$ cat src/rtl/lineZeroPkg.sv
package lineZeroPkg;
  localparam int STORE_BYTES = 8;
  localparam int STORE_W     = 8 * STORE_BYTES;

  typedef enum logic [0:0] {
    ZS_IDLE = 1'b0,
    ZS_BUSY = 1'b1
  } zeroState_t;

  // strobes from control to datapath
  typedef struct packed {
    logic load;   // command accepted this cycle
    logic step;   // store handshake this cycle
  } zeroStrobes_t;
endpackage

$ cat src/rtl/lineZeroSize.sv
module lineZeroSize #(
  parameter int ADDR_W     = 32,
  parameter int LINE_BYTES = 64,
  parameter int OPC_W      = 32,
  parameter int CFG_W      = 16,
  parameter int LEGACY_BIT = 21,
  parameter int CFG_LSB    = 7,
  parameter int OFF_W      = $clog2(LINE_BYTES) + 1
) (
  input  logic              legacyEn,
  input  logic [OPC_W-1:0]  opcode,
  input  logic [CFG_W-1:0]  cfgWord,
  output logic [OFF_W-1:0]  lineBytes,
  output logic [ADDR_W-1:0] lineMask
);
  localparam int LEGACY_BYTES = 32;

  logic useLegacy;
  logic unusedOpcCfg;

  assign unusedOpcCfg = ^{opcode, cfgWord};

  generate
    if (LINE_BYTES > LEGACY_BYTES) begin : g_legacy
      assign useLegacy = legacyEn && !opcode[LEGACY_BIT]
                         && (cfgWord[CFG_LSB +: 2] == 2'b01);
    end else begin : g_fixed
      // legacy size equals configured size: nothing to select
      assign useLegacy = 1'b0;
    end
  endgenerate

  always_comb begin
    lineBytes = useLegacy ? OFF_W'(LEGACY_BYTES) : OFF_W'(LINE_BYTES);
    lineMask  = ~({{(ADDR_W-OFF_W){1'b0}}, lineBytes} - ADDR_W'(1));
  end
endmodule

$ cat src/rtl/lineZeroCtrl.sv
module lineZeroCtrl
  import lineZeroPkg::*;
(
  input  logic         clk,
  input  logic         rstN,
  input  logic         cmdValid,
  input  logic         stReady,
  input  logic         lastBeat,
  output logic         cmdReady,
  output logic         stValid,
  output logic         done,
  output zeroStrobes_t strobes
);
  zeroState_t stateQ, stateD;
  logic       doneQ;

  assign cmdReady     = (stateQ == ZS_IDLE);
  assign stValid      = (stateQ == ZS_BUSY);
  assign strobes.load = cmdValid && cmdReady;
  assign strobes.step = stValid && stReady;
  assign done         = doneQ;

  always_comb begin
    stateD = stateQ;
    unique case (stateQ)
      ZS_IDLE: if (strobes.load) stateD = ZS_BUSY;
      ZS_BUSY: if (strobes.step && lastBeat) stateD = ZS_IDLE;
      default: stateD = ZS_IDLE;
    endcase
  end

  always_ff @(posedge clk) begin
    if (!rstN) begin
      stateQ <= ZS_IDLE;
      doneQ  <= 1'b0;
    end else begin
      stateQ <= stateD;
      doneQ  <= strobes.step && lastBeat;
    end
  end
endmodule

$ cat src/rtl/lineZeroPath.sv
module lineZeroPath
  import lineZeroPkg::*;
#(
  parameter int ADDR_W = 32,
  parameter int OFF_W  = 7
) (
  input  logic              clk,
  input  logic              rstN,
  input  zeroStrobes_t      strobes,
  input  logic [ADDR_W-1:0] cmdAddr,
  input  logic              cmdAltSpace,
  input  logic [OFF_W-1:0]  lineBytes,
  input  logic [ADDR_W-1:0] lineMask,
  input  logic              rsvSet,
  input  logic [ADDR_W-1:0] rsvSetAddr,
  output logic [ADDR_W-1:0] stAddr,
  output logic              stAltSpace,
  output logic [ADDR_W-1:0] rsvAddr,
  output logic              lastBeat
);
  logic [ADDR_W-1:0] baseQ;
  logic [OFF_W-1:0]  offQ;
  logic [OFF_W-1:0]  sizeQ;
  logic              altQ;
  logic [ADDR_W-1:0] rsvQ;
  logic [ADDR_W-1:0] alignedCmd;
  logic              killHit;

  assign alignedCmd = cmdAddr & lineMask;
  assign killHit    = strobes.load && ((rsvQ & lineMask) == alignedCmd);
  assign lastBeat   = (offQ + OFF_W'(STORE_BYTES)) == sizeQ;
  assign stAddr     = baseQ + {{(ADDR_W-OFF_W){1'b0}}, offQ};
  assign stAltSpace = altQ;
  assign rsvAddr    = rsvQ;

  always_ff @(posedge clk) begin
    if (!rstN) begin
      baseQ <= '0;
      offQ  <= '0;
      sizeQ <= '0;
      altQ  <= 1'b0;
    end else if (strobes.load) begin
      baseQ <= alignedCmd;
      offQ  <= '0;
      sizeQ <= lineBytes;
      altQ  <= cmdAltSpace;
    end else if (strobes.step) begin
      offQ  <= offQ + OFF_W'(STORE_BYTES);
    end
  end

  // reservation register: a new set wins over a kill on the same edge
  always_ff @(posedge clk) begin
    if (!rstN)        rsvQ <= '1;
    else if (rsvSet)  rsvQ <= rsvSetAddr;
    else if (killHit) rsvQ <= '1;
  end
endmodule

$ cat src/rtl/lineZeroUnit.sv
module lineZeroUnit
  import lineZeroPkg::*;
#(
  parameter int ADDR_W     = 32,
  parameter int LINE_BYTES = 64,
  parameter int OPC_W      = 32,
  parameter int CFG_W      = 16,
  parameter int LEGACY_BIT = 21,
  parameter int CFG_LSB    = 7
) (
  input  logic              clk,
  input  logic              rstN,
  input  logic              cmdValid,
  output logic              cmdReady,
  input  logic [ADDR_W-1:0] cmdAddr,
  input  logic [OPC_W-1:0]  cmdOpcode,
  input  logic              cmdAltSpace,
  input  logic              legacyEn,
  input  logic [CFG_W-1:0]  cfgWord,
  input  logic              rsvSet,
  input  logic [ADDR_W-1:0] rsvSetAddr,
  output logic [ADDR_W-1:0] rsvAddr,
  output logic              stValid,
  input  logic              stReady,
  output logic [ADDR_W-1:0] stAddr,
  output logic [63:0]       stData,
  output logic              stAltSpace,
  output logic              done
);
  localparam int OFF_W = $clog2(LINE_BYTES) + 1;

  zeroStrobes_t      strobes;
  logic [OFF_W-1:0]  lineBytes;
  logic [ADDR_W-1:0] lineMask;
  logic              lastBeat;

  assign stData = '0;

  lineZeroSize #(
    .ADDR_W(ADDR_W), .LINE_BYTES(LINE_BYTES), .OPC_W(OPC_W), .CFG_W(CFG_W),
    .LEGACY_BIT(LEGACY_BIT), .CFG_LSB(CFG_LSB), .OFF_W(OFF_W)
  ) size_i (
    .legacyEn(legacyEn), .opcode(cmdOpcode), .cfgWord(cfgWord),
    .lineBytes(lineBytes), .lineMask(lineMask)
  );

  lineZeroCtrl ctrl_i (
    .clk(clk), .rstN(rstN), .cmdValid(cmdValid), .stReady(stReady),
    .lastBeat(lastBeat), .cmdReady(cmdReady), .stValid(stValid),
    .done(done), .strobes(strobes)
  );

  lineZeroPath #(.ADDR_W(ADDR_W), .OFF_W(OFF_W)) path_i (
    .clk(clk), .rstN(rstN), .strobes(strobes), .cmdAddr(cmdAddr),
    .cmdAltSpace(cmdAltSpace), .lineBytes(lineBytes), .lineMask(lineMask),
    .rsvSet(rsvSet), .rsvSetAddr(rsvSetAddr), .stAddr(stAddr),
    .stAltSpace(stAltSpace), .rsvAddr(rsvAddr), .lastBeat(lastBeat)
  );
endmodule

$ cat config.mk
export PLATFORM = sky130hd
export DESIGN_NAME = lineZeroUnit
export DESIGN_NICKNAME = d
export VERILOG_FILES = /design/src/rtl/lineZeroPkg.sv /design/src/rtl/lineZeroSize.sv /design/src/rtl/lineZeroCtrl.sv /design/src/rtl/lineZeroPath.sv /design/src/rtl/lineZeroUnit.sv
export SDC_FILE = /design/constraint.sdc
export NUM_CORES = 1
export LEC_CHECK = 0
export BUFFER_PORTS_ARGS = -buffer_cell sky130_fd_sc_hd__buf_4
export CAP_MARGIN = 20
export CELL_PAD_IN_SITES_DETAIL_PLACEMENT = 0
export CELL_PAD_IN_SITES_GLOBAL_PLACEMENT = 1
export CORE_ASPECT_RATIO = 1.25
export CORE_MARGIN = 5
export CORE_UTILIZATION = 29
export CTS_CLUSTER_DIAMETER = 150
export DETAILED_ROUTE_END_ITERATION = 8
export HOLD_SLACK_MARGIN = 0.02
export PLACE_DENSITY = 0.92
export REMOVE_ABC_BUFFERS = 1
export SLEW_MARGIN = 20
export SYNTH_ARGS = -nofsm -noshare
export SYNTH_HDL_FRONTEND = slang
export SYNTH_SLANG_ARGS = --single-unit
$ cat constraint.sdc
create_clock -name clk -period 2.69 [get_ports clk]
set_input_delay 0.4035 -clock clk [delete_from_list [all_inputs] [get_ports clk]]
set_output_delay 0.4035 -clock clk [all_outputs]
set_load 0.005 [all_outputs]
==> Word-level counts from Yosys, hierarchy flattened <==
Cells that the tools add are included.
{ "totals": {"reg_bits": 81, "input_bits": 119} }
{ "classes": {"n_addsub": 3, "n_eq_ne": 3, "n_mux": 6, "bitwise": 5, "n_reduce_logical": 9} }
{ "op_table": {"columns": ["operator", "count"], "rows": [
  ["$and A32 B32 Y32", 2],
  ["$mux W32", 2],
  ["$add A32 B7 Y32", 1],
  ["$eq A32 B32 Y1", 1],
  ["$not A32 Y32", 1],
  ["$sub A7 B1 Y8 const B", 1],
  ["$add A7 B4 Y7 const B", 1],
  ["$eq A7 B7 Y1", 1],
  ["$mux W7", 1],
  ["$logic_and A1 B1 Y1", 6],
  ["$eq A2 B1 Y1 const B", 1],
  ["$mux W1", 2],
  ["$not A1 Y1", 2],
  ["$pmux W1 S2", 1],
  ["$reduce_bool A2 Y1", 1],
  ["$reduce_or A2 Y1", 1],
  ["$logic_not A1 Y1", 1]
]} }

==> Logic depth before layout (Yosys ltp) <==
Gate-level depths: netlist of run 1.
{ "depth": {"word_depth": 11, "depth_mapped": 7, "ltp_nobuf": 7} }

==> By module <==
From an unflattened synthesis of run 1, not the netlist that was laid out.
{ "unflattened": {"hier_cells": 696, "hier_area_um2": 5886.9} }
{ "modules_own_cells": {"columns": ["module", "n_inst", "cells_each", "area_per_inst_um2", "seq_area_each_um2"], "rows": [
  ["lineZeroPath", 1, 581, 5008.6, 1521.5],
  ["lineZeroUnit", 1, 65, 484.2, 0.0],
  ["lineZeroSize", 1, 42, 316.6, 0.0],
  ["lineZeroCtrl", 1, 8, 77.6, 40.0]
]} }

==> Worst setup path after synthesis of run 1 <==
No wires, ideal clock.
{ "synth_path": {"path_type": "flip-flop to output port", "startpoint": "register path_i.offQ[5]", "endpoint": "output port stAddr[25]", "t_arrival_ns": 1.791, "setup_slack_ns": 0.495, "path_stages_with_launch": 8, "cell_sequence": "dfxtp_1 -> ha_1 -> fa_1 -> and2_1 -> nand4_1 -> nor3_1 -> nand3_1 -> xnor2_1"} }
{ "synth_via": {"elab_chain_cells": 1} }
{ "synth_lines": {"columns": ["item", "line_no", "rtl"], "rows": [
  ["start: declaration", "lineZeroPath.sv:22", "logic [OFF_W-1:0] offQ;"],
  ["start signal: assignment", "lineZeroPath.sv:48", "offQ <= offQ + OFF_W'(STORE_BYTES);"],
  ["$add A32 B7 Y32", "lineZeroPath.sv:32", "assign stAddr = baseQ + {{(ADDR_W-OFF_W){1'b0}}, offQ};"],
  ["end: declaration", "lineZeroUnit.sv:25", "output logic [ADDR_W-1:0] stAddr,"]
]} }
Every way passes these cells.

==> Final worst setup path of run 1 <==
{ "layout_path": {"startpoint": "register path_i.offQ[5]", "endpoint": "output port stAddr[29]"} }
Same word-level chain as after synthesis.

==> results.sh, run 1 <==
export IMPL_dr_wl_met2_mm=5.68
export IMPL_netlist_area_um2=3690
export IMPL_ant_nets=0
export IMPL_multiInputGateArea_um2=2040
export IMPL_grt_pass1_vias=3056
export IMPL_synth_seq_cells=68
export IMPL_synth_top_family_by_area="buffers and inverters"
export IMPL_final_cell_mix="buf_4 (145), nand2_1 (68), conb_1 (67)"
export IMPL_vias_per_cell=4.39
export IMPL_synthAdderAreaFrac=0.0190
export IMPL_ys_seq_area_frac=0.369
export IMPL_pre_cts_slack_ns=0.174
export IMPL_cts_tree="built"
export IMPL_wl_met3_um=726
export IMPL_fin_cells=718
export IMPL_final_common_cell="buf_4"
export IMPL_maxUsedRoutingLayer="met4"
export IMPL_firstDrtPassIters=4
export IMPL_num_vias=3154
export IMPL_r2r_start="path_i.rsvAddr[24]"
export IMPL_drive_gt1_frac=0.327
export IMPL_die_area_um2=15100
export IMPL_cts_sinks=68
export IMPL_netlist_instances=408
export IMPL_finalWorstSetupSlack_ns=0.0987
export IMPL_cap_violations=0
export IMPL_syn_to_final_growth_pct=35.9
export IMPL_insertion_delay_ns=0.32
export IMPL_nets=671
export IMPL_min_period_ns=2.59
export IMPL_grt_pass1_wl_mm=15.7
export IMPL_dp_cells=699
export IMPL_critPathCaptureType="primary output"
export IMPL_synth_edf_count=0
export IMPL_wl_mm=10.5
export IMPL_io_pins=251
export IMPL_required_ns=2.29
export IMPL_hp_class="in -> reg"
export IMPL_synth_top_area_frac=0.369
export IMPL_synth_compound_area_frac=0.151
export IMPL_rsz0062_at_grt="true"
export IMPL_power_density_nw_per_um2=519
export IMPL_synth_top_area_cell="dfxtp_1"
export IMPL_leakage_nw=2.18
export IMPL_numCtsBuffers=9
export IMPL_hpwlAfterDp_mm=8.60
export IMPL_placed_area_um2=4620
export IMPL_die_x_um=111
export IMPL_core_um2=12600
export IMPL_synth_mux_area_fraction=0
export IMPL_grt_usage=0.132
export IMPL_crit_end="stAddr[29]"
export IMPL_port_buffer_count=133
export IMPL_drv_slew=0
export IMPL_initial_core_util=0.292
export IMPL_routabilityCongestion=0.861
export IMPL_ys_async_sr_fraction=0
export IMPL_crit_fanout=5
export IMPL_setup_viol=0
export IMPL_path_class="reg -> out"
export IMPL_ys_warn_count=0
export IMPL_antenna_found_initial=0
export IMPL_crit_arrival_ns=2.19
export IMPL_syn_area_per_cell_um2=9.03
export IMPL_seq_area_um2=1370
export IMPL_min_period_over_period=0.963
export IMPL_yosys_area_share_simple=0.158
export IMPL_reg2reg_to="path_i.rsvAddr[3]"
export IMPL_rows=46
export IMPL_synthDistinctLibCells=33
export IMPL_grt_max_degree=33
export IMPL_cts_htree_levels=3
export IMPL_vdd_drop_max_mv=0.298
export IMPL_r2r_slack_ns=0.64
export IMPL_wl_per_cell_um=14.6
export IMPL_hold_buffers=0
export IMPL_crit_start="path_i.offQ[5]"
export IMPL_cts_buffer_depth=2
export IMPL_skew_ns=0.00597
export IMPL_grt_overflow=0
export IMPL_start_kind="flip-flop"
export IMPL_drt_iter0_drc=99
export IMPL_fillers=1245
export IMPL_status="finished, final reports clean"
export IMPL_dieHeight_um=136
export IMPL_hold_viol=0
export IMPL_synth_area_leaders="dfxtp_1 (37%), buf_4 (14%), xnor2_1 (8.1%)"
export IMPL_synth_xor_area_frac=0.138
export IMPL_wl_met1_mm=3.80
export IMPL_n_antenna_cell=0
export IMPL_path_clk_slew_ns=0.05
export IMPL_design_area_um2=5010
export IMPL_drc=0
export IMPL_reg2regPathDepth=6
export IMPL_synthFlopType="dfxtp_1"
export IMPL_cts_root_buf="clkbuf_16"
export IMPL_fmax_mhz=386
==> synthesized netlist by cell type, types with 4 or more instances <==
library cell and n:
a21boi_0 27, and2_1 4, buf_4 69, clkbuf_1 10, dfxtp_1 68, ha_1 4
nand2_1 68, nand3_1 17, nand4_1 7, nor2_1 6, nor2b_1 4, o22a_1 30
xnor2_1 34, xor2_1 24
==> how the worst min path moves through the flow <==
stage	end	slack, ns	startpoint	cells past startpoint
6_report	path_i.rsvAddr[16]	0.28	rsvSetAddr[16]	2
5_1_grt	path_i.rsvAddr[6]	0.27	rsvSetAddr[6]	2
4_1_cts	path_i.rsvAddr[15]	0.27	rsvSetAddr[15]	2
3_5_place_dp	path_i.stAltSpace	0.46	path_i.stAltSpace	2
3_3_place_gp	path_i.stAltSpace	0.46	path_i.stAltSpace	2
2_1_floorplan	path_i.baseQ[31]	0.46	path_i.baseQ[31]	2
==> routing by layer <==
layer / GRT usage / up-vias
met5: 0 / -
met4: 0.0582 / 0
met3: 0.0352 / 20
met2: 0.250 / 132
met1: 0.135 / 1475
li1: - / 1527
==> critical path: stages, from the launching register on <==
cell and delay (ns):
dfxtp_4 0.37, ha_4 0.14, fa_2 0.21, and2_4 0.15, nand4_1 0.17, nor3_2 0.22
buf_4 0.18, nand3_1 0.10, xnor2_1 0.19, buf_4 0.14
==> power by group <==
part	internal (mW)	leakage (nW)	switching, mW
clock network	0.684	0.140	0.388
registers	1.07	0.562	0.0604
logic	0.220	1.48	0.183
==> per-stage QoR <==
step	utilization	TNS [ns]	hold slack, ns	power [mW]
final	0.397	0	0.284	2.60
after global routing	0.397	-0.123	0.272	2.72
after CTS	0.390	0	0.268	2.63
after detailed placement	0.367	0	0.462	1.55
after global placement	0.367	0	0.459	1.54
after floorplan	-	0	0.456	1.31
==> cell type report <==
class,count,share of cell area
clock buffers,12,0.0532
clock inverters,2,0.00200
inverters,2,0.00150
multi-input cells,320,0.407
flip-flops and latches,68,0.273
well taps,168,0.0420
repair buffers,146,0.221
==> flip-flops by register name (all words and copies together), names as in the netlist <==
register           flops
path_i.rsvAddr        32
path_i.sizeQ           2
path_i.offQ            4
path_i.stAltSpace      1
path_i.baseQ          27
ctrl_i.done            1
ctrl_i.stValid         1
==> cell families after synthesis <==
logic type | after synthesis
AO/OA/AOI/OAI | 68
XOR/XNOR | 58
adder cells (fa/ha/maj) | 5
buffers and inverters | 86
flip-flops | 68
other | 1
AND/OR/NAND/NOR | 122
==> what timing repair did <==
action,in CTS,in global routing
endpoints found under the hold margin,0,0
buffers inserted,1,4
gates resized for setup,3,13
pin swaps,2,6
setup endpoints to repair,5,13
(Power assumes the default switching activity.)
==> run 2, diff against run 1 <==
CORE_MARGIN = default   (was 5)
CORE_UTILIZATION = 35   (was 29)
PLACE_DENSITY = 0.93   (was 0.92)
SYNTH_HIERARCHICAL = 1   (was default)
==> results.sh, run 2 <==
export IMPL_ant_nets=0
export IMPL_drc=0
export IMPL_worst_slew_pin_slew_ns=0.729
export IMPL_power_density_nw_per_um2=455
export IMPL_clockPowerShare=0.378
export IMPL_drv_slew=0
export IMPL_antenna_found_initial=0
export IMPL_synth_most_common_cell="buf_4"
export IMPL_ys_async_sr_fraction=0
export IMPL_drive_gt1_frac=0.300
export IMPL_dp_cells=1017
export IMPL_grt_pass1_wl_mm=23.5
export IMPL_fin_tns_setup_ns=0
export IMPL_syn_to_final_growth_pct=20.2
export IMPL_core_um2=16300
export IMPL_p_total_mw=3.22
export IMPL_hold_viol=0
export IMPL_final_cell_mix="buf_4 (153), conb_1 (100), dfxtp_1 (77)"
export IMPL_die_x_um=118
export IMPL_cts_root_buf="clkbuf_16"
export IMPL_required_ns=2.29
export IMPL_cap_violations=0
export IMPL_min_period_over_period=0.953
export IMPL_crit_chain="ha_2 -> fa_2 -> a21o_1 -> a21oi_4 -> nand2b_4 -> nor3_1 -> xor2_1 -> buf_4"
export IMPL_critPathCaptureType="primary output"
export IMPL_grt_max_degree=74
export IMPL_synth_area_leaders="dfxtp_1 (27%), buf_4 (13%), a311oi_2 (7.7%)"
export IMPL_nets=938
export IMPL_rows=52
export IMPL_synth_top_area_frac=0.265
export IMPL_final_common_cell="buf_4"
export IMPL_max_stage_delay_ns=0.35
export IMPL_cp_top_family="adder cells"
export IMPL_routabilityCongestion=0.803
export IMPL_critPathSlowestCell="fa_2"
export IMPL_seqPwrFrac=0.407
export IMPL_vias_per_cell=4.76
export IMPL_insertion_delay_ns=0.34
export IMPL_start_kind="flip-flop"
export IMPL_hpwlAfterDp_mm=11.2
export IMPL_crit_buf_inv=1
export IMPL_path_clk_slew_ns=0.06
export IMPL_relSlewSlack=0.514
export IMPL_fillers=1668
export IMPL_dieHeight_um=147
export IMPL_synth_seq_cells=78
export IMPL_pre_cts_slack_ns=0.200
export IMPL_fmax_mhz=390
export IMPL_drt_iter0_drc=256
export IMPL_die_area_um2=17300
export IMPL_grt_pass1_vias=4426
export IMPL_setup_viol=0
export IMPL_skew_ns=0.00773
export IMPL_synth_top_area_cell="dfxtp_1"
export IMPL_synth_edf_count=0
export IMPL_initial_core_util=0.360
export IMPL_firstDrtPassIters=4
export IMPL_min_period_ns=2.56
export IMPL_ys_warn_count=6
export IMPL_power_switching_mw=0.912
export IMPL_status="finished, final reports clean"
export IMPL_n_antenna_cell=0
export IMPL_cts_sinks=78
export IMPL_path_class="reg -> out"
export IMPL_wl_mm=15.1
export IMPL_placed_area_um2=6720
export IMPL_wl_per_cell_um=14.6
export IMPL_cts_buffer_depth=2
export IMPL_finalWorstSetupSlack_ns=0.126
export IMPL_leakage_nw=3.04
export IMPL_synthDistinctLibCells=46
export IMPL_cts_tree="built"
export IMPL_netlist_area_um2=5890
export IMPL_fin_cells=1033
export IMPL_ys_seq_area_frac=0.265
export IMPL_crit_arrival_ns=2.16
export IMPL_final_core_util=0.433
export IMPL_netlist_instances=696
export IMPL_design_area_um2=7080
export IMPL_num_vias=4913
export IMPL_numCtsBuffers=9
export IMPL_syn_area_per_cell_um2=8.46
export IMPL_cts_htree_levels=3
export IMPL_port_buffer_count=141
export IMPL_power_internal_mw=2.31
export IMPL_grt_usage=0.174
export IMPL_crit_fanout=4
export IMPL_vdd_drop_max_mv=0.280
export IMPL_io_pins=251
export IMPL_synthFlopType="dfxtp_1"
export IMPL_hold_buffers=0
export IMPL_combPwrFrac=0.215
export IMPL_rsz0062_at_grt="false"
export IMPL_grt_overflow=0
export IMPL_switching_share=0.283
export IMPL_whs_ns=0.321
export IMPL_hp_class="in -> reg"
export IMPL_synthTopCellsByCount="buf_4 (105), dfxtp_1 (78), nand2_1 (71)"
## run 2: final timing paths
kind                            end  slack (ns)                from  cells after the start
setup / recovery         stAddr[17]        0.13     path_i/baseQ[3]                      8
setup reg to reg  path_i/rsvAddr[2]        0.83  path_i/rsvAddr[22]                      6
hold reg to reg     path_i/baseQ[1]        0.48     path_i/baseQ[1]                      2
hold / removal    path_i/stAltSpace        0.32         cmdAltSpace                      3
## run 2: tightest hold or removal path, stage by stage
cell     delay, ns
buf_4         0.08
mux2i_1       0.05
nor2b_1       0.09
## run 2: per-layer routing
metal  vias to the layer above  wire (um)  GRT usage
met3                        24        814     0.0411
met4                         0        296     0.0718
met1                      2275       6750      0.222
li1                       2460          -          -
met2                       154       7270      0.281
met5                         -          0          0
## run 2: cell families after synthesis
| group | share of synthesized area |
|---|---|
| fa+ha+maj | 0.0140 |
| other cells | 0.00191 |
| mux | 0.0170 |
| buf+inv | 0.171 |
| flops | 0.265 |
| simple gates | 0.265 |
| compound gates | 0.200 |
| xor+xnor | 0.0655 |
## run 2: layout make-up
| class | count | area, um^2 | area share |
|---|---|---|---|
| multi-input cells | 565 | 3740 | 0.529 |
| repair buffers | 156 | 1200 | 0.170 |
| flip-flops and latches | 78 | 1560 | 0.221 |
| clock buffers | 11 | 243 | 0.0343 |
| clock inverters | 4 | 47.5 | 0.00672 |
| inverters | 3 | 11.3 | 0.00159 |
| well taps | 216 | 270 | 0.0382 |
## run 2: power by group through the flow
stage               clock network (mW)  logic (mW)  registers, mW
floorplan                            0       0.355           1.32
global placement                     0       0.681           1.33
detailed placement                   0       0.692           1.33
CTS                               1.24       0.694           1.31
global route                      1.30       0.760           1.32
finish                            1.22       0.694           1.31
## run 2: repair_timing
item | 4_1_cts | 5_1_grt
cloned | 0 | 0
hold endpoints to repair | 0 | 0
pin swaps | 1 | 2
setup endpoints to repair | 13 | 17
setup buffers | 1 | 0
resized for setup | 5 | 11
